`config.mk`:
```
export PLATFORM = sky130hd
export DESIGN_NAME = ext_match_timer
export DESIGN_NICKNAME = d
export VERILOG_FILES = /design/src/rtl/xmt_pkg.sv /design/src/rtl/xmt_counter.sv /design/src/rtl/xmt_match.sv /design/src/rtl/ext_match_timer.sv
export SDC_FILE = /design/constraint.sdc
export NUM_CORES = 2
export LEC_CHECK = 0
export ABC_CLOCK_PERIOD_IN_PS = 5900
export BUFFER_PORTS_ARGS = -buffer_cell sky130_fd_sc_hd__clkbuf_2
export CELL_PAD_IN_SITES_DETAIL_PLACEMENT = 1
export CELL_PAD_IN_SITES_GLOBAL_PLACEMENT = 2
export CORE_AREA = 5 5 544 385
export DETAILED_ROUTE_END_ITERATION = 10
export DIE_AREA = 0 0 549 390
export GPL_TIMING_DRIVEN = 0
export PLACE_DENSITY_LB_ADDON = 0.1
export SYNTH_ARGS = -nofsm -noshare
export SYNTH_HDL_FRONTEND = slang
export SYNTH_SLANG_ARGS = --single-unit
export TNS_END_PERCENT = 5
```
`constraint.sdc`:
```
create_clock -name clk -period 5.9 [get_ports clk]
set_input_delay 0.59 -clock clk [delete_from_list [all_inputs] [get_ports clk]]
set_output_delay 0.59 -clock clk [all_outputs]
set_load 0.005 [all_outputs]
```
`src/rtl/xmt_pkg.sv`:
```
package xmt_pkg;
  localparam int NCH    = 8;
  localparam int NSRC   = 8;
  localparam int B_RST  = 3;
  localparam int B_PER  = 6;
  localparam int B_OWN  = 7;
  localparam int B_F0   = 8;
  localparam int B_SNAP = 9;

  typedef enum logic [1:0] {RG_MATCH = 2'd0, RG_COUNT = 2'd1, RG_CTRL = 2'd2, RG_MISC = 2'd3} region_e;

  function automatic int head_of(input int i);
    if (i < 4) return 0;
    else if (i < 6) return 4;
    else return 6;
  endfunction
endpackage

```
`src/rtl/xmt_counter.sv`:
```
module xmt_counter #(
  parameter int CW = 32
) (
  input  logic          clk,
  input  logic          rst_n,
  input  logic          tick,
  input  logic          load,
  input  logic [CW-1:0] load_val,
  input  logic          clr,
  output logic [CW-1:0] cnt,
  output logic [CW-1:0] nxt,
  output logic          adv
);
  assign nxt = cnt + 1'b1;
  assign adv = tick && !load;

  always_ff @(posedge clk or negedge rst_n) begin
    if (!rst_n)   cnt <= '0;
    else if (load) cnt <= load_val;
    else if (adv)  cnt <= clr ? '0 : nxt;
  end

  assert_hold_R1: assert property (@(posedge clk) disable iff (!rst_n)
    (!tick && !load) |=> cnt == $past(cnt));
  assert_load_R10: assert property (@(posedge clk) disable iff (!rst_n)
    load |=> cnt == $past(load_val));
  assert_zero_R6: assert property (@(posedge clk) disable iff (!rst_n)
    (adv && clr) |=> cnt == '0);
endmodule

```
`src/rtl/xmt_match.sv`:
```
module xmt_match #(
  parameter int CW = 32
) (
  input  logic          clk,
  input  logic          rst_n,
  input  logic          adv,
  input  logic [CW-1:0] nxt,
  input  logic [CW-1:0] cmp,
  input  logic          periodic,
  input  logic          rearm,
  output logic          hit
);
  logic done_q;

  assign hit = adv && (nxt == cmp) && !done_q;

  always_ff @(posedge clk or negedge rst_n) begin
    if (!rst_n)                  done_q <= 1'b0;
    else if (rearm)              done_q <= 1'b0;
    else if (hit && !periodic)   done_q <= 1'b1;
  end

  assert_oneshot_cause_R7: assert property (@(posedge clk) disable iff (!rst_n)
    $rose(done_q) |-> $past(adv && !periodic && nxt == cmp));
endmodule

```
`src/rtl/ext_match_timer.sv`:
```
module ext_match_timer
  import xmt_pkg::*;
#(
  parameter int          CW        = 32,
  parameter logic [7:0]  SRC_AVAIL = 8'h3F
) (
  input  logic        clk,
  input  logic        rst_n,
  input  logic [7:0]  tick_src,
  input  logic        bus_wr,
  input  logic        bus_rd,
  input  logic [4:0]  bus_addr,
  input  logic [31:0] bus_wdata,
  output logic [31:0] bus_rdata,
  output logic        irq
);
  localparam int ST_LO = 4;

  region_e     rg;
  logic [2:0]  ix;
  assign rg = region_e'(bus_addr[4:3]);
  assign ix = bus_addr[2:0];

  logic wr_match, wr_count, wr_ctrl, wr_status, wr_enable, snap_cap;
  assign wr_match  = bus_wr && rg == RG_MATCH;
  assign wr_count  = bus_wr && rg == RG_COUNT;
  assign wr_ctrl   = bus_wr && rg == RG_CTRL;
  assign wr_status = bus_wr && rg == RG_MISC && ix == 3'd0;
  assign wr_enable = bus_wr && rg == RG_MISC && ix == 3'd1;

  logic [CW-1:0]  cnt    [NCH];
  logic [CW-1:0]  nxt    [NCH];
  logic [CW-1:0]  mreg   [NCH];
  logic [9:0]     ctrl   [NCH];
  logic [2:0]     src_of [NCH];
  logic [NCH-1:0] adv, hit, clr;
  logic [NCH-1:0] st_q, en_q;
  logic [CW-1:0]  snap_q;

  for (genvar i = 0; i < NCH; i++) begin : g_ch
    localparam int         HEAD  = head_of(i);
    localparam logic [9:0] CMASK = (i < 4) ? 10'h0FF : 10'h3FF;
    logic       own, tick_i;
    logic [2:0] sel;

    assign own    = (HEAD == i) || ctrl[i][B_OWN];
    assign sel    = (i >= 4 && ctrl[i][B_F0]) ? 3'd0 : ctrl[i][2:0];
    assign tick_i = own && SRC_AVAIL[sel] && tick_src[sel];
    assign src_of[i] = ctrl[i][B_OWN] ? 3'(i) : 3'(HEAD);

    always_ff @(posedge clk or negedge rst_n) begin
      if (!rst_n) begin
        ctrl[i] <= '0;
        mreg[i] <= '0;
      end else begin
        if (wr_ctrl && ix == 3'(i))  ctrl[i] <= bus_wdata[9:0] & CMASK;
        if (wr_match && ix == 3'(i)) mreg[i] <= bus_wdata[CW-1:0];
      end
    end

    xmt_counter #(.CW(CW)) u_cnt (
      .clk(clk), .rst_n(rst_n), .tick(tick_i),
      .load(wr_count && ix == 3'(i)), .load_val(bus_wdata[CW-1:0]),
      .clr(clr[i]), .cnt(cnt[i]), .nxt(nxt[i]), .adv(adv[i])
    );

    xmt_match #(.CW(CW)) u_match (
      .clk(clk), .rst_n(rst_n),
      .adv(adv[src_of[i]]), .nxt(nxt[src_of[i]]), .cmp(mreg[i]),
      .periodic(ctrl[i][B_PER]),
      .rearm((wr_match || wr_ctrl) && ix == 3'(i)),
      .hit(hit[i])
    );
  end

  always_comb begin
    clr = '0;
    for (int i = 0; i < NCH; i++)
      if (hit[i] && ctrl[i][B_RST]) clr[src_of[i]] = 1'b1;
  end

  always_ff @(posedge clk or negedge rst_n) begin
    if (!rst_n) begin
      st_q <= '0;
      en_q <= '0;
    end else begin
      st_q <= (st_q & ~(wr_status ? bus_wdata[ST_LO+NCH-1:ST_LO] : '0)) | (hit & en_q);
      if (wr_enable) en_q <= bus_wdata[ST_LO+NCH-1:ST_LO];
    end
  end

  assign irq = |st_q;

  assign snap_cap = bus_rd && rg == RG_COUNT && (ix == 3'd5 || ix == 3'd7) && ctrl[ix][B_SNAP];

  always_ff @(posedge clk or negedge rst_n) begin
    if (!rst_n)        snap_q <= '0;
    else if (snap_cap) snap_q <= cnt[ix - 3'd1];
  end

  logic [31:0] rmux;
  always_comb begin
    rmux = '0;
    unique case (rg)
      RG_MATCH: rmux = 32'(mreg[ix]);
      RG_COUNT: rmux = 32'(cnt[ix]);
      RG_CTRL:  rmux = 32'(ctrl[ix]);
      RG_MISC: begin
        if (ix == 3'd0)      rmux = 32'(st_q) << ST_LO;
        else if (ix == 3'd1) rmux = 32'(en_q) << ST_LO;
        else if (ix == 3'd2) rmux = 32'(snap_q);
      end
      default: rmux = '0;
    endcase
  end

  always_ff @(posedge clk or negedge rst_n) begin
    if (!rst_n) bus_rdata <= '0;
    else        bus_rdata <= bus_rd ? rmux : '0;
  end

  assert_irq_drop_R9: assert property (@(posedge clk) disable iff (!rst_n)
    $fell(irq) |-> $past(wr_status));
  assert_status_gated_R5: assert property (@(posedge clk) disable iff (!rst_n)
    1'b1 |=> (st_q & ~$past(st_q) & ~$past(en_q)) == '0);
  assert_snap_hold_R8: assert property (@(posedge clk) disable iff (!rst_n)
    !snap_cap |=> $stable(snap_q));
endmodule

```
==> Word-level counts from Yosys, hierarchy flattened <==
Memories as Yosys holds them, arrays and structs flattened.
Index checks and enable logic that the tools add are counted.
{ "totals": {"n_memories": 8, "mem_bits_ro": 64, "register_bits": 672, "wordCells": 390} }
{ "mem_list": {"columns": ["memory", "depth", "word_bits", "rd", "rd_clocked_by_memory_dff", "wr", "line", "rtl"], "rows": [
  ["(name not given)", 8, 1, 1, 0, 0, "ext_match_timer.sv:48", "assign tick_i = own && SRC_AVAIL[sel] && tick_src[sel];"],
  ["(name not given)", 8, 1, 1, 0, 0, "ext_match_timer.sv:48", null],
  ["(name not given)", 8, 1, 1, 0, 0, "ext_match_timer.sv:48", null],
  ["(name not given)", 8, 1, 1, 0, 0, "ext_match_timer.sv:48", null],
  ["(name not given)", 8, 1, 1, 0, 0, "ext_match_timer.sv:48", null],
  ["(name not given)", 8, 1, 1, 0, 0, "ext_match_timer.sv:48", null],
  ["2 more memories", null, null, null, null, null, null, null]
]} }
{ "classes": {"addsub": 9, "n_lt_le_gt_ge": 25, "bitwise_logic": 16, "n_eq_ne": 18, "n_mux": 134, "reduce_logical": 144} }
{ "ops": {"columns": ["operator", "n"], "rows": [
  ["32-bit 2-to-1 mux", 44],
  ["32-bit binary-select mux with 3-bit select", 8],
  ["32-bit by 1-bit adder with 32-bit output, second input constant", 8],
  ["32-bit == test", 8],
  ["32-bit case mux with 4 select lines", 1],
  ["1-bit logical AND", 99],
  ["8-bit 2-to-1 mux", 6],
  ["1-bit 2-to-1 mux", 46],
  ["3-bit by 4-bit less-than comparator with 1-bit output, second input constant", 10],
  ["8-bit OR", 5],
  ["1-bit binary-select mux with 3-bit select", 13],
  ["2-bit nonzero test", 16],
  ["10-bit binary-select mux with 3-bit select", 1],
  ["4-bit greater-or-equal comparator, second input constant", 7],
  ["1-bit zero test", 24],
  ["10-bit 2-to-1 mux", 2],
  ["8-bit bitwise AND", 2],
  ["3-bit NOT with 4-bit output", 4],
  ["1-bit demux with 3-bit select", 5],
  ["3-bit == test, second input constant", 4],
  ["3-bit 2-to-1 mux", 4],
  ["2-bit by 4-bit less-than comparator with 1-bit output, second input constant", 2],
  ["2-bit NOT with 4-bit output", 2],
  ["8-bit NOT", 1],
  ["18 further kinds", 24]
]} }

==> Depth between registers and ports, before layout <==
{ "logic_depth": {"ltp_word": 25, "depth_mapped": 20, "mapped_depth_nobuf": 13} }

==> Modules after synthesis <==
Synthesis repeated with hierarchy kept, for this count alone.
{ "hier_totals": {"cells_unflattened": 4657, "hier_area_um2": 47778.3} }
{ "by_module_without_submodules": {"columns": ["module", "seq_area_each_um2", "cells_per_inst", "area_per_inst_um2", "n_inst"], "rows": [
  ["ext_match_timer", 10209.8, 1803, 24898.9, 1],
  ["xmt_counter (g_ch[0].u_cnt ...)", 800.8, 304, 2446.1, 7],
  ["xmt_match", 25.0, 51, 410.4, 8],
  ["xmt_counter (g_ch[7].u_cnt)", 800.8, 318, 2473.6, 1]
]} }

==> Worst setup path after synthesis <==
No wires, ideal clock.
{ "synth_timing": {"path_type": "input-to-reg", "from": "input port bus_addr[0]", "to": "register g_ch[3].u_cnt.cnt[28]", "setup_ns": 0.126, "t_arrival_ns": 5.216, "path_slack_ns": 0.558, "path_stages": 20, "t_required_ns": 5.774, "cell_sequence": "clkbuf_1 -> clkbuf_1 -> clkbuf_1 -> clkbuf_1 -> buf_1 -> inv_1 -> ha_1 -> nand2b_1 -> nor2_1 -> a21oi_1 -> o21ai_0 -> o31a_1 -> a2111o_1 -> or4_4 -> nor4_4 -> or2_1 -> buf_6 -> buf_8 -> nor4_1 -> a221o_1"} }
{ "synth_via": {"elab_chain_len": 23} }
{ "synth_rtl": {"columns": ["item", "line", "rtl"], "rows": [
  ["start, declared", "ext_match_timer.sv:12", "input logic [4:0] bus_addr,"],
  ["3-bit by 1-bit == test with 1-bit output, or another cell as far along", "ext_match_timer.sv:63", ".load(wr_count && ix == 3'(i)), .load_val(bus_wdata[CW-1:0]),"],
  ["1-bit logical AND", "ext_match_timer.sv:63", null],
  ["1-bit zero test", "xmt_counter.sv:15", "assign adv = tick && !load;"],
  ["1-bit logical AND", "xmt_counter.sv:15", null],
  ["1-bit binary-select mux with 3-bit select", "ext_match_timer.sv:69", ".adv(adv[src_of[i]]), .nxt(nxt[src_of[i]]), .cmp(mreg[i]),"],
  ["1-bit 2-to-1 mux (not written as such)", "ext_match_timer.sv:69", null],
  ["1-bit logical AND (2 in a row)", "xmt_match.sv:15", "assign hit = adv && (nxt == cmp) && !done_q;"],
  ["1-bit logical AND", "ext_match_timer.sv:79", "if (hit[i] && ctrl[i][B_RST]) clr[src_of[i]] = 1'b1;"],
  ["(+5 left out)", null, null],
  ["5-bit 2-to-1 mux", "ext_match_timer.sv:79", null],
  ["8-bit OR (no source line)", null, null],
  ["8-bit 2-to-1 mux", "ext_match_timer.sv:79", null],
  ["7-bit 2-to-1 mux", "ext_match_timer.sv:79", null],
  ["8-bit OR (no source line)", null, null],
  ["8-bit 2-to-1 mux", "ext_match_timer.sv:79", null],
  ["32-bit 2-to-1 mux (2 in a row)", "xmt_counter.sv:20", "else if (adv) cnt <= clr ? '0 : nxt;"],
  ["32-bit 2-to-1 mux", "xmt_counter.sv:19", "else if (load) cnt <= load_val;"],
  ["end signal, assigned", "xmt_counter.sv:19", null],
  ["end signal, assigned", "xmt_counter.sv:20", null],
  ["end, declared", "xmt_counter.sv:10", "output logic [CW-1:0] cnt,"]
]} }
Parallel ways exist; a longest one is shown, timed or not. The select of a mux whose other input is x is not followed.
A chain may end at the register's enable or synchronous reset.

==> Worst setup path after layout <==
{ "layout_timing": {"from": "register ctrl[27] (netlist name)", "to": "register g_ch[4].u_cnt.cnt[27]"} }
{ "layout_via": {"elab_chain_len": 22} }
{ "layout_rtl": {"columns": ["item", "line", "rtl"], "rows": [
  ["start, declared", "ext_match_timer.sv:34", "logic [9:0] ctrl [NCH];"],
  ["start signal, assigned by index", "ext_match_timer.sv:56", "if (wr_ctrl && ix == 3'(i)) ctrl[i] <= bus_wdata[9:0] & CMASK;"],
  ["1-bit logical AND (2 in a row)", "ext_match_timer.sv:48", null],
  ["1-bit logical AND", "xmt_counter.sv:15", null],
  ["1-bit binary-select mux with 3-bit select", "ext_match_timer.sv:69", null],
  ["1-bit 2-to-1 mux (not written as such)", "ext_match_timer.sv:69", null],
  ["1-bit logical AND (2 in a row)", "xmt_match.sv:15", null],
  ["1-bit logical AND", "ext_match_timer.sv:79", null],
  ["8-bit 2-to-1 mux", "ext_match_timer.sv:79", null],
  ["8-bit OR (no source line)", null, null],
  ["(+3 left out)", null, null],
  ["5-bit 2-to-1 mux", "ext_match_timer.sv:79", null],
  ["8-bit OR (no source line)", null, null],
  ["8-bit 2-to-1 mux", "ext_match_timer.sv:79", null],
  ["7-bit 2-to-1 mux", "ext_match_timer.sv:79", null],
  ["8-bit OR (no source line)", null, null],
  ["8-bit 2-to-1 mux (*)", "ext_match_timer.sv:79", null],
  ["32-bit 2-to-1 mux (*) (2 in a row)", "xmt_counter.sv:20", null],
  ["32-bit 2-to-1 mux (*)", "xmt_counter.sv:19", null],
  ["end signal, assigned", "xmt_counter.sv:19", null],
  ["end signal, assigned", "xmt_counter.sv:20", null],
  ["end, declared", "xmt_counter.sv:10", null]
]} }
Mark *: on every way between the ends. The rest lies on a longest branch, timed or not. The select of a mux whose other input is x is not followed.

==> results.yml <==
timing:
  worst_slack_ns: -0.453
  fin_setup_tns_ns: -5.26
  min_period_over_period: 1.08
  fin_skew_ns: 0.0602
  worst_slew_pin_slew_ns: 1.65
  setup_viol: 30
  fmax_mhz: 157
  rsz0062_at_grt: "true"
  hold_viol: 0
  report.final.slew_viol_count: 24
  slew-limit-headroom: -0.107
  min_period_ns: 6.35
setup_path:
  critPathMaxStageDelay_ns: 0.90
  worstPathCellList: "clkbuf_2 > clkbuf_1 > clkbuf_1 > nor2b_1 > nand2_1 > o21ai_0 > nor4_1 > and4b_1 > nand4_1 > nor4_1 > nand4_1 > nor2_4 > buf_2 > o31ai_1"
  start_kind: "flop"
  cp_slowest_cell: "clkbuf_1"
  reg2reg_depth: 14
  r2r_slack_ns: -0.45
  critPathMaxFanout: 10
  endpoint_kind: "flop"
  path_class: "reg2reg"
  required_ns: 6.44
  cp.arrival_ns: 6.89
die:
  die_h_um: 390
  initial_core_util: 0.248
  num_io_pins: 82
  die_area_mm2: 0.214
  rows: 139
  core-area_mm2: 0.204
  die_w_um: 549
global_routing:
  grt_pass1_vias: 48300
  antenna_found_initial: 39
  grt_pass1_wl_mm: 468
  gr-total-overflow: 0
  track_usage: 0.323
  grt_max_degree: 91
placed_design:
  dp_hpwl_mm: 295
  gp_congestion: 0.972
  io_buffers: 75
  dp_cells: 8142
synthesis:
  async_flop_share: 1.00
  yosys-mux-area-fraction: 0.187
  synth-xor-area-share: 0.0945
  syn_area_per_cell_um2: 9.56
  synth_cell_type_count: 104
  synth_top_family_by_area: "multiplexers"
  synth_cells: 5288
  synth_fa_ha_area_frac: 0.00322
  synth_fp_nets: 5350
  synth_edf_count: 0
  synth_seq_cells: 672
  ys.flop_type: "dfrtp_1"
  yosys.area_share.simple: 0.174
  seq_area_frac_synth: 0.333
  yosys_warnings: 0
  synthesis.area_mm2: 0.0506
  synth_compound_area_frac: 0.159
route:
  ant_nets: 0
  drc: 0
  wirelength_mm: 357
  vias: 50900
  drt-pass1-iter-count: 6
  drt_iter0_markers: 7036
  via_per_inst: 6.09
  wl_per_cell_um: 42.7
min_path:
  min_delay_path_depth: 2
  hold_class: "in2reg"
cells_and_area:
  multi_input_area_mm2: 0.0318
  layout.cells.non_filler: 8356
  syn_to_final_growth_pct: 16.7
  drive_gt1_frac: 0.202
  regArea_mm2: 0.0168
  n_fill_cell: 23200
  final_nets: 5577
run:
  maxCapViolations: 6
clock_network:
  cts_buffer_depth: 3
  cts_buffers: 90
  htree_num_levels: 3
  cts_num_sinks: 672
  root_buffer: "clkbuf_16"
  clock_latency_ns: 0.75
  path_clk_slew_ns: 0.07
  cts_tree: "built"
power_and_ir_drop:
  p_leak_nw: 22.1
  ir_drop_v: 0.000202
  power_density_mw_per_mm2: 419
run_status:
  violations: "capacitance limit, slew limit, setup timing"
  status: "complete, but fails checks"
critical path, delay by kind of cell, from the launching register on:
kind	cells	cell delay, ns
compound gates	2	0.18
buf+inv	4	2.68
flops	1	0.38
simple gates	8	2.87
routing by layer:
metal | track usage | vias to the layer above | part of all wire
li1 | - | 20500 | -
met1 | 0.524 | 27600 | 0.50
met2 | 0.395 | 2617 | 0.36
met3 | 0.119 | 230 | 0.12
met4 | 0.0482 | 2 | 0.016
met5 | 0 | - | 0.000034
layout by cell type, fill, tap and decap left out, types with 27 or more instances in the layout:
| cell type | n |
|---|---|
| dfrtp_1 | 671 |
| a21oi_1 | 166 |
| a22oi_1 | 135 |
| o21a_1 | 31 |
| a31oi_1 | 106 |
| and3_1 | 76 |
| o21ai_0 | 372 |
| buf_1 | 48 |
| nand2b_1 | 27 |
| nand3_1 | 170 |
| nand2_1 | 346 |
| nor3b_1 | 31 |
| clkbuf_1 | 354 |
| clkbuf_2 | 117 |
| nor3_1 | 111 |
| nor2b_1 | 28 |
| nand4_1 | 134 |
| mux4_2 | 214 |
| inv_1 | 92 |
| nand3b_1 | 36 |
| clkbuf_16 | 91 |
| nor4_1 | 87 |
| o31ai_1 | 42 |
| or4_1 | 41 |
| o311ai_0 | 28 |
| and4_1 | 55 |
| xnor2_1 | 316 |
| xor2_1 | 156 |
| buf_2 | 64 |
| buf_4 | 57 |
| mux2i_1 | 80 |
| or3_1 | 61 |
| nor2_1 | 256 |
| mux2_2 | 341 |
cells by family (layout without fill, tap and decap cells):
logic type      after synthesis  count (layout)
mux                         636             636
fa+ha+maj                    13              13
flops                       672             672
compound gates             1216            1216
simple gates               1625            1625
xor+xnor                    504             504
other cells                   0              21
buf+inv                     622             920
cell usage after synthesis, drive strengths merged, types with 115 or more instances:
| library cell | number | area share |
|---|---|---|
| dfrtp | 672 | 0.33 |
| clkbuf | 400 | 0.030 |
| o21ai | 383 | 0.038 |
| nand2 | 348 | 0.026 |
| mux2 | 342 | 0.076 |
| xnor2 | 322 | 0.056 |
| nor2 | 271 | 0.020 |
| mux4 | 214 | 0.095 |
| nand3 | 185 | 0.019 |
| a21oi | 167 | 0.017 |
| xor2 | 156 | 0.027 |
| nand4 | 139 | 0.018 |
| a22oi | 135 | 0.020 |
| buf | 127 | 0.012 |
| nor3 | 124 | 0.013 |
| nor4 | 115 | 0.015 |
final timing paths:
kind / from / to
max in group asynchronous: rst_n / mreg[20]
setup reg to reg: ctrl[27] / g_ch[4].u_cnt.cnt[27]
min in group asynchronous: rst_n / g_ch[1].u_cnt.cnt[0]
hold reg to reg: snap_q[22] / snap_q[22]
hold / removal: bus_wdata[0] / ctrl[70]
setup / recovery: ctrl[27] / g_ch[4].u_cnt.cnt[27]
flip-flops by register name, indices dropped and copies added, names as in the netlist:
name / count
g_ch.u_match.done_q: 8
ctrl: 72
snap_q: 32
en_q: 8
mreg: 256
st_q: 8
g_ch.u_cnt.cnt: 256
bus_rdata: 32
where the power goes:
part           leakage, nW  switching [W]  internal (W)
clock                 1.53        0.00264       0.00356
combinational         12.0        0.00780       0.00377
sequential            8.58        0.00139       0.00556
stage by stage:
| stage | hold slack [ns] | worst slack (ns) | utilization | cell area, µm² | total power [W] |
|---|---|---|---|---|---|
| finish | 0.225 | -0.453 | 0.290 | 59000 | 0.0247 |
| global route | 0.202 | -0.0703 | 0.290 | 59000 | 0.0254 |
| CTS | 0.166 | -0.290 | 0.287 | 58500 | 0.0242 |
| detailed placement | 0.472 | -5.37 | 0.270 | 54900 | 0.0179 |
| global placement | 0.465 | -15.12 | 0.267 | 54400 | 0.0178 |
| floorplan | 0.294 | 0.558 | - | 50600 | 0.0125 |
layout make-up:
type,count,share of cell area
inverter,95,0.00604
tap,2749,0.0583
clock inverter,47,0.0104
multi-input combinational,3994,0.540
sequential,672,0.285
antenna,21,0.000890
buffer,515,0.0368
timing repair buffer,147,0.0207
clock buffer,116,0.0424
what timing repair did:
item | in CTS | in global routing
endpoints found under the setup margin | 463 | 236
endpoints found under the hold margin | 60 | 0
pin swaps | 6 | 16
hold buffers | 1 | 0
setup buffers | 17 | 24
resized for setup | 81 | 81
No activity file was read; power rests on OpenSTA's default activity.
